<file path="src/rtl/seg_rx_pkg.sv">
package seg_rx_pkg;

  // decoded control fields held by slot A
  typedef struct packed {
    logic [2:0] port_sel;
    logic       duty_half;
    logic [2:0] frame_code;
    logic       osc_stop;
    logic       seg_blank;
    logic       pwr_save;
  } ctrl_t;

  localparam logic [7:0] DEF_DEV_ADDR = 8'h44;
  localparam int         DEF_A_DISP   = 28;
  localparam int         DEF_B_DISP   = 26;
  localparam int         DEF_STD_LEN  = 40;
  localparam int         DEF_CMP_LEN  = 32;

endpackage

</file>
<file path="src/rtl/seg_rx_pins.sv">
// Captures the link pins and derives single-cycle edge strobes.
module seg_rx_pins (
  input  logic clk,
  input  logic rst,
  input  logic ce,
  input  logic cl,
  input  logic di,
  output logic ce_lvl,
  output logic di_lvl,
  output logic cl_rise,
  output logic ce_rise,
  output logic ce_fall
);
  logic ce_prev, cl_lvl, cl_prev;

  always_ff @(posedge clk) begin
    if (rst) begin
      ce_lvl  <= 1'b0;
      cl_lvl  <= 1'b0;
      di_lvl  <= 1'b0;
      ce_prev <= 1'b0;
      cl_prev <= 1'b0;
    end else begin
      ce_lvl  <= ce;
      cl_lvl  <= cl;
      di_lvl  <= di;
      ce_prev <= ce_lvl;
      cl_prev <= cl_lvl;
    end
  end

  assign cl_rise = cl_lvl & ~cl_prev;
  assign ce_rise = ce_lvl & ~ce_prev;
  assign ce_fall = ~ce_lvl & ce_prev;
endmodule

</file>
<file path="src/rtl/seg_rx_shift.sv">
// Address shift (ce low) and indexed data capture (ce high).
module seg_rx_shift #(
  parameter logic [7:0] DEV_ADDR = 8'h44,
  parameter int         STD_LEN  = 40,
  parameter int         CNT_W    = 6
) (
  input  logic               clk,
  input  logic               rst,
  input  logic               ce_lvl,
  input  logic               di_lvl,
  input  logic               cl_rise,
  input  logic               ce_rise,
  output logic [STD_LEN-1:0] frame,
  output logic [CNT_W-1:0]   cnt,
  output logic               addr_ok
);
  localparam logic [CNT_W-1:0] FULL = CNT_W'(STD_LEN);
  localparam logic [CNT_W-1:0] OVER = CNT_W'(STD_LEN + 1);

  logic [7:0] addr_sr;

  always_ff @(posedge clk) begin
    if (rst) begin
      addr_sr <= '0;
      addr_ok <= 1'b0;
      cnt     <= '0;
      frame   <= '0;
    end else if (ce_rise) begin
      addr_ok <= (addr_sr == DEV_ADDR);
      addr_sr <= '0;
      cnt     <= '0;
    end else if (cl_rise) begin
      if (!ce_lvl) begin
        addr_sr <= {di_lvl, addr_sr[7:1]};
      end else if (cnt < FULL) begin
        frame[cnt] <= di_lvl;
        cnt        <= cnt + 1'b1;
      end else begin
        cnt <= OVER;  // saturate: any longer frame is rejected
      end
    end
  end
endmodule

</file>
<file path="src/rtl/seg_rx_hold.sv">
// Commits a completed frame to the holding registers and applies format forcing.
module seg_rx_hold
  import seg_rx_pkg::*;
#(
  parameter int A_DISP  = 28,
  parameter int B_DISP  = 26,
  parameter int STD_LEN = 40,
  parameter int CMP_LEN = 32,
  parameter int CNT_W   = 6
) (
  input  logic                     clk,
  input  logic                     rst,
  input  logic                     ce_fall,
  input  logic                     fmt_compact,
  input  logic [STD_LEN-1:0]       frame,
  input  logic [CNT_W-1:0]         cnt,
  input  logic                     addr_ok,
  output logic [A_DISP+B_DISP-1:0] disp,
  output ctrl_t                    ctrl
);
  localparam int POS_PORT = A_DISP + 1;
  localparam int POS_DUTY = POS_PORT + 3;
  localparam int POS_FC   = POS_DUTY + 1;
  localparam int POS_OC   = POS_FC + 3;
  localparam int POS_SC   = POS_OC + 1;
  localparam int POS_BU   = POS_SC + 1;
  localparam int CPOS_BU  = A_DISP;
  localparam int CPOS_SC  = A_DISP + 1;
  localparam logic [CNT_W-1:0] STD_CNT = CNT_W'(STD_LEN);
  localparam logic [CNT_W-1:0] CMP_CNT = CNT_W'(CMP_LEN);

  logic [A_DISP-1:0] disp_a;
  logic [B_DISP-1:0] disp_b;
  ctrl_t             held;
  logic              len_ok, dir, commit;

  assign len_ok = fmt_compact ? (cnt == CMP_CNT) : (cnt == STD_CNT);
  assign dir    = fmt_compact ? frame[CMP_LEN-1] : frame[STD_LEN-1];
  assign commit = ce_fall & addr_ok & len_ok;

  always_ff @(posedge clk) begin
    if (rst) begin
      disp_a <= '0;
      disp_b <= '0;
      held   <= '0;
    end else if (commit) begin
      if (dir) begin
        disp_b <= frame[B_DISP-1:0];
      end else begin
        disp_a <= frame[A_DISP-1:0];
        if (fmt_compact) begin
          held.pwr_save  <= frame[CPOS_BU];
          held.seg_blank <= frame[CPOS_SC];
        end else begin
          held.port_sel   <= frame[POS_PORT +: 3];
          held.duty_half  <= frame[POS_DUTY];
          held.frame_code <= frame[POS_FC +: 3];
          held.osc_stop   <= frame[POS_OC];
          held.seg_blank  <= frame[POS_SC];
          held.pwr_save   <= frame[POS_BU];
        end
      end
    end
  end

  always_comb begin
    ctrl = held;
    if (fmt_compact) begin
      ctrl.port_sel   = 3'b000;
      ctrl.duty_half  = 1'b1;
      ctrl.frame_code = 3'b000;
      ctrl.osc_stop   = 1'b0;
    end
  end

  assign disp = {disp_b, disp_a};
endmodule

</file>
<file path="src/rtl/seg_rx.sv">
module seg_rx
  import seg_rx_pkg::*;
#(
  parameter logic [7:0] DEV_ADDR = DEF_DEV_ADDR,
  parameter int         A_DISP   = DEF_A_DISP,
  parameter int         B_DISP   = DEF_B_DISP,
  parameter int         STD_LEN  = DEF_STD_LEN,
  parameter int         CMP_LEN  = DEF_CMP_LEN
) (
  input  logic                     clk,
  input  logic                     rst,
  input  logic                     fmt_compact,
  input  logic                     ce,
  input  logic                     cl,
  input  logic                     di,
  output logic [A_DISP+B_DISP-1:0] disp,
  output logic [2:0]               port_sel,
  output logic                     duty_half,
  output logic [2:0]               frame_code,
  output logic                     osc_stop,
  output logic                     seg_blank,
  output logic                     pwr_save
);
  localparam int CNT_W = $clog2(STD_LEN + 2);

  logic               ce_lvl, di_lvl, cl_rise, ce_rise, ce_fall;
  logic [STD_LEN-1:0] frame;
  logic [CNT_W-1:0]   cnt;
  logic               addr_ok;
  ctrl_t              ctrl;

  seg_rx_pins u_pins (
    .clk(clk), .rst(rst), .ce(ce), .cl(cl), .di(di),
    .ce_lvl(ce_lvl), .di_lvl(di_lvl), .cl_rise(cl_rise),
    .ce_rise(ce_rise), .ce_fall(ce_fall)
  );

  seg_rx_shift #(.DEV_ADDR(DEV_ADDR), .STD_LEN(STD_LEN), .CNT_W(CNT_W)) u_shift (
    .clk(clk), .rst(rst), .ce_lvl(ce_lvl), .di_lvl(di_lvl),
    .cl_rise(cl_rise), .ce_rise(ce_rise),
    .frame(frame), .cnt(cnt), .addr_ok(addr_ok)
  );

  seg_rx_hold #(.A_DISP(A_DISP), .B_DISP(B_DISP), .STD_LEN(STD_LEN),
                .CMP_LEN(CMP_LEN), .CNT_W(CNT_W)) u_hold (
    .clk(clk), .rst(rst), .ce_fall(ce_fall), .fmt_compact(fmt_compact),
    .frame(frame), .cnt(cnt), .addr_ok(addr_ok),
    .disp(disp), .ctrl(ctrl)
  );

  assign port_sel   = ctrl.port_sel;
  assign duty_half  = ctrl.duty_half;
  assign frame_code = ctrl.frame_code;
  assign osc_stop   = ctrl.osc_stop;
  assign seg_blank  = ctrl.seg_blank;
  assign pwr_save   = ctrl.pwr_save;
endmodule

</file>
<file path="config.mk">
export PLATFORM = sky130hd
export DESIGN_NAME = seg_rx
export DESIGN_NICKNAME = d
export VERILOG_FILES = /design/src/rtl/seg_rx_pkg.sv /design/src/rtl/seg_rx_pins.sv /design/src/rtl/seg_rx_shift.sv /design/src/rtl/seg_rx_hold.sv /design/src/rtl/seg_rx.sv
export SDC_FILE = /design/constraint.sdc
export NUM_CORES = 1
export LEC_CHECK = 0
export BUFFER_PORTS_ARGS = -buffer_cell sky130_fd_sc_hd__clkbuf_2
export CAP_MARGIN = 20
export CORE_MARGIN = 8
export CORE_UTILIZATION = 43
export DETAILED_ROUTE_END_ITERATION = 10
export PLACE_DENSITY = 0.72
export SETUP_SLACK_MARGIN = 0.2
export SLEW_MARGIN = 20
export SYNTH_ARGS = -nofsm -noshare
export SYNTH_HDL_FRONTEND = slang
export SYNTH_SLANG_ARGS = --single-unit
</file>
<file path="constraint.sdc">
create_clock -name clk -period 2.4 [get_ports clk]
set_input_delay 0 -clock clk [delete_from_list [all_inputs] [get_ports clk]]
set_output_delay 0 -clock clk [all_outputs]
set_load 0.1 [all_outputs]
</file>
After elaboration in Yosys (flattened, before gate mapping)
Index checks and enable logic that the tools add are counted.
Widths: inputs -> output; s select.

storage, ports and cells
  bits in registers = 124
  latch bits = 0
  bits in writable memories = 0
  ROM bits = 0
  input bits = 6
  output and inout bits = 64
  word-level logic and storage cells = 51
  memories kept = 0

cells by class
  $add $sub $neg = 1
  $mul = 0
  divide/modulo/power cells = 0
  magnitude comparators = 3
  equal/unequal tests = 3
  shift-type cells = 0
  muxes and demuxes = 8
  bitwise logic cells = 11
  reductions and logical operators = 8

operator list
  operator             count
  $bwmux 40            1
  $eq 6x6->1 const B   2
  $eq 8x7->1 const B   1
  $mux 8               1
  $reduce_and 2->1     4
  $lt 6x7->1 const B   1
  $add 6x1->6 const B  1
  $demux 1 s6          1
  $ge 6x1->1 const B   1
  $lt 6x6->1 const B   1
  $mux 6               1
  $not 1->1            6
  $and 1x1->1          5
  $reduce_and 4->1     1
  $mux 1               3
  $reduce_and 3->1     1
  $mux 2               1
  $reduce_or 2->1      1
  $logic_and 1x1->1    1

Longest topological paths before layout
  word-level depth = 5
  mapped depth = 7
  gate-level depth less buffers = 5

By module
From an unflattened synthesis, not the netlist that was laid out.

unflattened totals
  cells, all modules = 559
  area total of the unflattened synthesis = 5571.6 µm²

modules (own cells, without submodules)
  module        instances  cells each  area an instance (µm²)  sequential area each (µm²)
  seg_rx_hold   1          272         2850.2                  1281.2
  seg_rx_shift  1          274         2571.2                  1101.1
  seg_rx_pins   1          13          150.1                   100.1

Least setup slack after synthesis
Ideal clock, no wire load.

  path kind = reg2out
  start point = register u_hold.held[7] in the netlist's numbering
  end point = output port port_sel[0]
  data arrival time = 1.660 ns
  path slack = 0.740 ns
  stages on the path, launching flop included = 2
  path buffers = 0
  cells stage by stage = dfxtp_1 nor2b_1

between the ends
  longest elaborated chain between the ends = 1

RTL lines
  item             RTL line           source
  start, declared  seg_rx_hold.sv:34  ctrl_t held;
  $mux 8           seg_rx_hold.sv:68  if (fmt_compact) begin
  end, declared    seg_rx.sv:17       output logic [2:0] port_sel,

Every way passes these cells.

Final worst setup path
  start point = register u_shift.cnt[0]
  end point = register u_hold.disp_b[2]

between the ends
  longest elaborated chain between the ends = 4

RTL lines
  item                                   RTL line            source
  start, declared                        seg_rx_shift.sv:14  output logic [CNT_W-1:0] cnt,
  start signal, assigned                 seg_rx_shift.sv:37  cnt <= cnt + 1'b1;
  $eq 6x6->1                             seg_rx_hold.sv:37   assign len_ok = fmt_compact ? (cnt == CMP_CNT) : (cnt == STD_CNT);
  $mux 1 (*)                             seg_rx_hold.sv:37
  $and 1x1->1 (*)                        seg_rx_hold.sv:39   assign commit = ce_fall & addr_ok & len_ok;
  $reduce_and 2->1 (no source line) (*)  n/a
  end signal, assigned                   seg_rx_hold.sv:48   disp_b <= frame[B_DISP-1:0];
  end, declared                          seg_rx_hold.sv:33   logic [B_DISP-1:0] disp_b;

Mark *: on every way between the ends. The rest lies on a longest branch, timed or not.
A chain may end at the register's enable or synchronous reset.

==> flow_summary_export.csv <==
group,metric,value,unit
synth,synth_xor_area_share,0.172,%
power,powerDensity,767,nW/µm²
synth,yosysUniqueCellTypes,46,
finish,antenna_cells,0,
synth,syn_avg_cell_area,9.90,µm²
synth,synth_edf_count,0,
synth,yosys_register_bits,124,
drt,viasPerCell,5.24,
place,pre_cts_slack,0.591,ns
drt,ant_nets,0,
global_routing,grt_pass1_wl,18900,µm
cts,cts_tree,"built",
cts,htree_levels,4,
global_routing,grt_max_degree,59,
sta,worst_pin_slew,0.890,ns
synth,ys_async_sr_fraction,0,%
synth,synthAdderAreaFrac,0.493,%
floorplan,rows,39,
setup_path,critical_path.top_delay_family,"buffers and inverters",
finish,mostFrequentLayoutCell,"dfxtp_1",
floorplan,io_pins,70,
place,dp_hpwl,7310,µm
setup_path,cp_data_arrival_time,2.16,ns
setup_path,rr_worst_depth,6,
cts,clk_pin_slew_worst_paths,0.06,ns
job,max-cap-violations,0,
cts,clock-sinks,124,
synth,synth_top_family_by_area,"multiplexers",
global_routing,grt_usage,14.4,%
setup_path,path_max_fanout,26,
min_path,hp-class,"in -> reg",
finish,final_util,53.6,%
drt,via_count,3838,
setup_path,timing.rr.start,"u_shift.cnt[0]",
min_path,hold_end,"u_hold.held[9]",
setup_path,r2r_slack,0.57,ns
sta,finClkSkew,0.0113,ns
synth,synth.yosys.warnings,0,
finish,final_cell_mix,"124 x dfxtp_1, 104 x nand2_1, 104 x mux2i_1",
place,placed_area,5490,µm²
sta,rsz0062_at_grt,"false",
floorplan,die_area,15500,µm²
setup_path,crit_required,2.73,ns
place,io_buffers,69,
sta,setup-tns-final,0,ns
finish,drive_gt1_share,21.2,%
setup_path,critPathBufInv,2,
synth,synth-simple-area-share,21.1,%
finish,area_delta_synth_final,21.0,%
power,peakVddDrop,0.465,mV
setup_path,startpoint,"u_shift.cnt[0]",
global_routing,antenna_found_initial,0,
cts,cts_setup_buffers,0,
sta,finalSetupViolCount,0,
cts,cts_made_buffers,17,
floorplan,initial_utilization,44.3,%
synth,synth_compound_area_share,3.13,%
cts,clkLatencyLatePin,0.41,ns
setup_path,crit_path_end_kind,"flip-flop",
synth,ys_seq_area_share,48.9,%
global_routing,grt_pass1_vias,3783,
synth,syn_area,5080,µm²
min_path,min-delay-start,"fmt_compact",
cts,cts_resized,0,
cts,clockBufferDepth,2,
finish,fin_nets,585,
power,power.leakage,2.92,nW
drt,drc_errors,0,
setup_path,cp_slowest_stage_delay,0.42,ns
sta,hold_violations,0,
sta,maxSlewHeadroom,40.5,%
synth,synthCells,513,
global_routing,grt_overflow,0,
sta,fin_crit_sh,76.1,%
synth,synth.mux.area_fraction,21.2,%
synth,syn-num-nets,521,
drt,wirelength,11000,µm
drt,first_pass_iters,5,
sta,period_needed,1.83,ns
drt,wire_per_inst,15.0,µm
min_path,hold_depth,4,
synth,synth_ff_type,"dfxtp_1",
setup_path,worst_r2r_endpoint,"u_hold.disp_b[2]",
setup_path,path_class,"reg -> reg",
setup_path,critPathSlowestCell,"dfxtp_1",
sta,report.final.slew_viol_count,0,
floorplan,die_h,125,µm
cts,root_buffer,"clkbuf_16",
finish,fin_area,6150,µm²
sta,fmaxAchievable,548,MHz
floorplan,die_w,125,µm
run_status,status,"completed",
drt,drt_iter0_markers,225,
place,gp_congestion,0.805,
setup_path,start_kind,"flip-flop",
setup_path,worstPathCellList,"inv_1 > ha_1 > and3_1 > nand4_1 > buf_4 > mux2i_1",
sta,setup_ws,0.574,ns
floorplan,coreArea,11500,µm²
## report_power, final
part / internal [mW] / switching (mW)
Clock: 1.55 / 0.985
Sequential: 2.06 / 0.00826
Combinational: 0.0328 / 0.0698
Total: 3.65 / 1.06
## worst max path at each step
stage / cells past startpoint / to
2_1_floorplan: 1 / port_sel[0]
3_3_place_gp: 3 / u_hold.held[6]
3_5_place_dp: 6 / u_hold.disp_b[2]
4_1_cts: 6 / u_hold.disp_b[14]
5_1_grt: 6 / u_hold.disp_b[7]
6_report: 6 / u_hold.disp_b[2]
## worst reg2reg max path, delay by kind of cell (launching register included)
family / cells / cell delay (ns)
buffers and inverters: 2 / 0.51
flip-flops: 1 / 0.42
AND/OR/NAND/NOR: 2 / 0.32
multiplexers: 1 / 0.27
adder cells (fa/ha/maj): 1 / 0.24
## kinds of logic after synthesis
family / count (synthesis)
flip-flops: 124
AO/OA/AOI/OAI: 24
AND/OR/NAND/NOR: 208
buffers and inverters: 47
multiplexers: 107
adder cells (fa/ha/maj): 2
XOR/XNOR: 1
## Yosys cell counts, types with 2 or more instances
cell	instances	area (µm²)
a21oi_1	5	25.0
a31oi_1	2	12.5
and3_1	2	12.5
and4b_1	3	30.0
buf_1	5	18.8
buf_2	15	75.1
buf_4	2	15.0
buf_6	7	78.8
clkbuf_1	15	56.3
dfxtp_1	124	2480
ha_1	2	25.0
inv_1	2	7.51
mux2_2	2	22.5
mux2i_1	104	1040
nand2_1	104	390
nand3_1	43	215
nand3b_1	4	30.0
nand4_1	4	25.0
nand4b_1	2	17.5
nor2_1	10	37.5
nor2b_1	14	87.6
nor3b_1	3	22.5
nor4b_1	2	17.5
nor4b_2	3	45.0
nor4bb_1	3	30.0
o21ai_1	5	25.0
o311ai_1	5	43.8
o31ai_1	3	22.5
## state kept, by name, summed over array words and instances (netlist names)
register,count
u_pins.cl_prev,1
u_pins.di_lvl,1
u_hold.ctrl,2
u_pins.ce_prev,1
u_pins.ce_lvl,1
u_shift.addr_sr,8
u_pins.cl_lvl,1
u_shift.frame,40
u_hold.held,8
u_hold.disp_b,26
u_shift.cnt,6
u_shift.addr_ok,1
u_hold.disp_a,28
## routing by layer
metal | up-vias | wire length, µm | global-route usage (%) | part of all wire [%]
li1 | 1902 | - | - | -
met1 | 1825 | 5070 | 17.8 | 46
met2 | 94 | 5250 | 23.2 | 48
met3 | 17 | 546 | 3.70 | 4.9
met4 | 0 | 174 | 5.60 | 1.6
met5 | - | 0 | 0 | 0
## layout make-up
cell class | count | area, µm²
flip-flops and latches | 124 | 2480
well taps | 143 | 179
clock inverters | 14 | 159
multi-input cells | 342 | 2360
clock buffers | 18 | 429
repair buffers | 89 | 526
inverters | 3 | 11.3
fillers | 962 | 5320
## repair_timing
action / CTS / global route
hold endpoints to repair: 9 / 0
setup endpoints to repair: 0 / 0
hold buffers: 7 / 0
## stage by stage
stage / total power, mW / std cells / hold WS, ns
after CTS: 4.75 / 733 / 0.221
after detailed placement: 2.21 / 694 / 0.235
after floorplan: 2.18 / 513 / 0.128
after global placement: 2.21 / 694 / 0.233
final: 4.71 / 733 / 0.215
after global routing: 4.86 / 733 / 0.248
No activity file was read; power rests on OpenSTA's default activity.
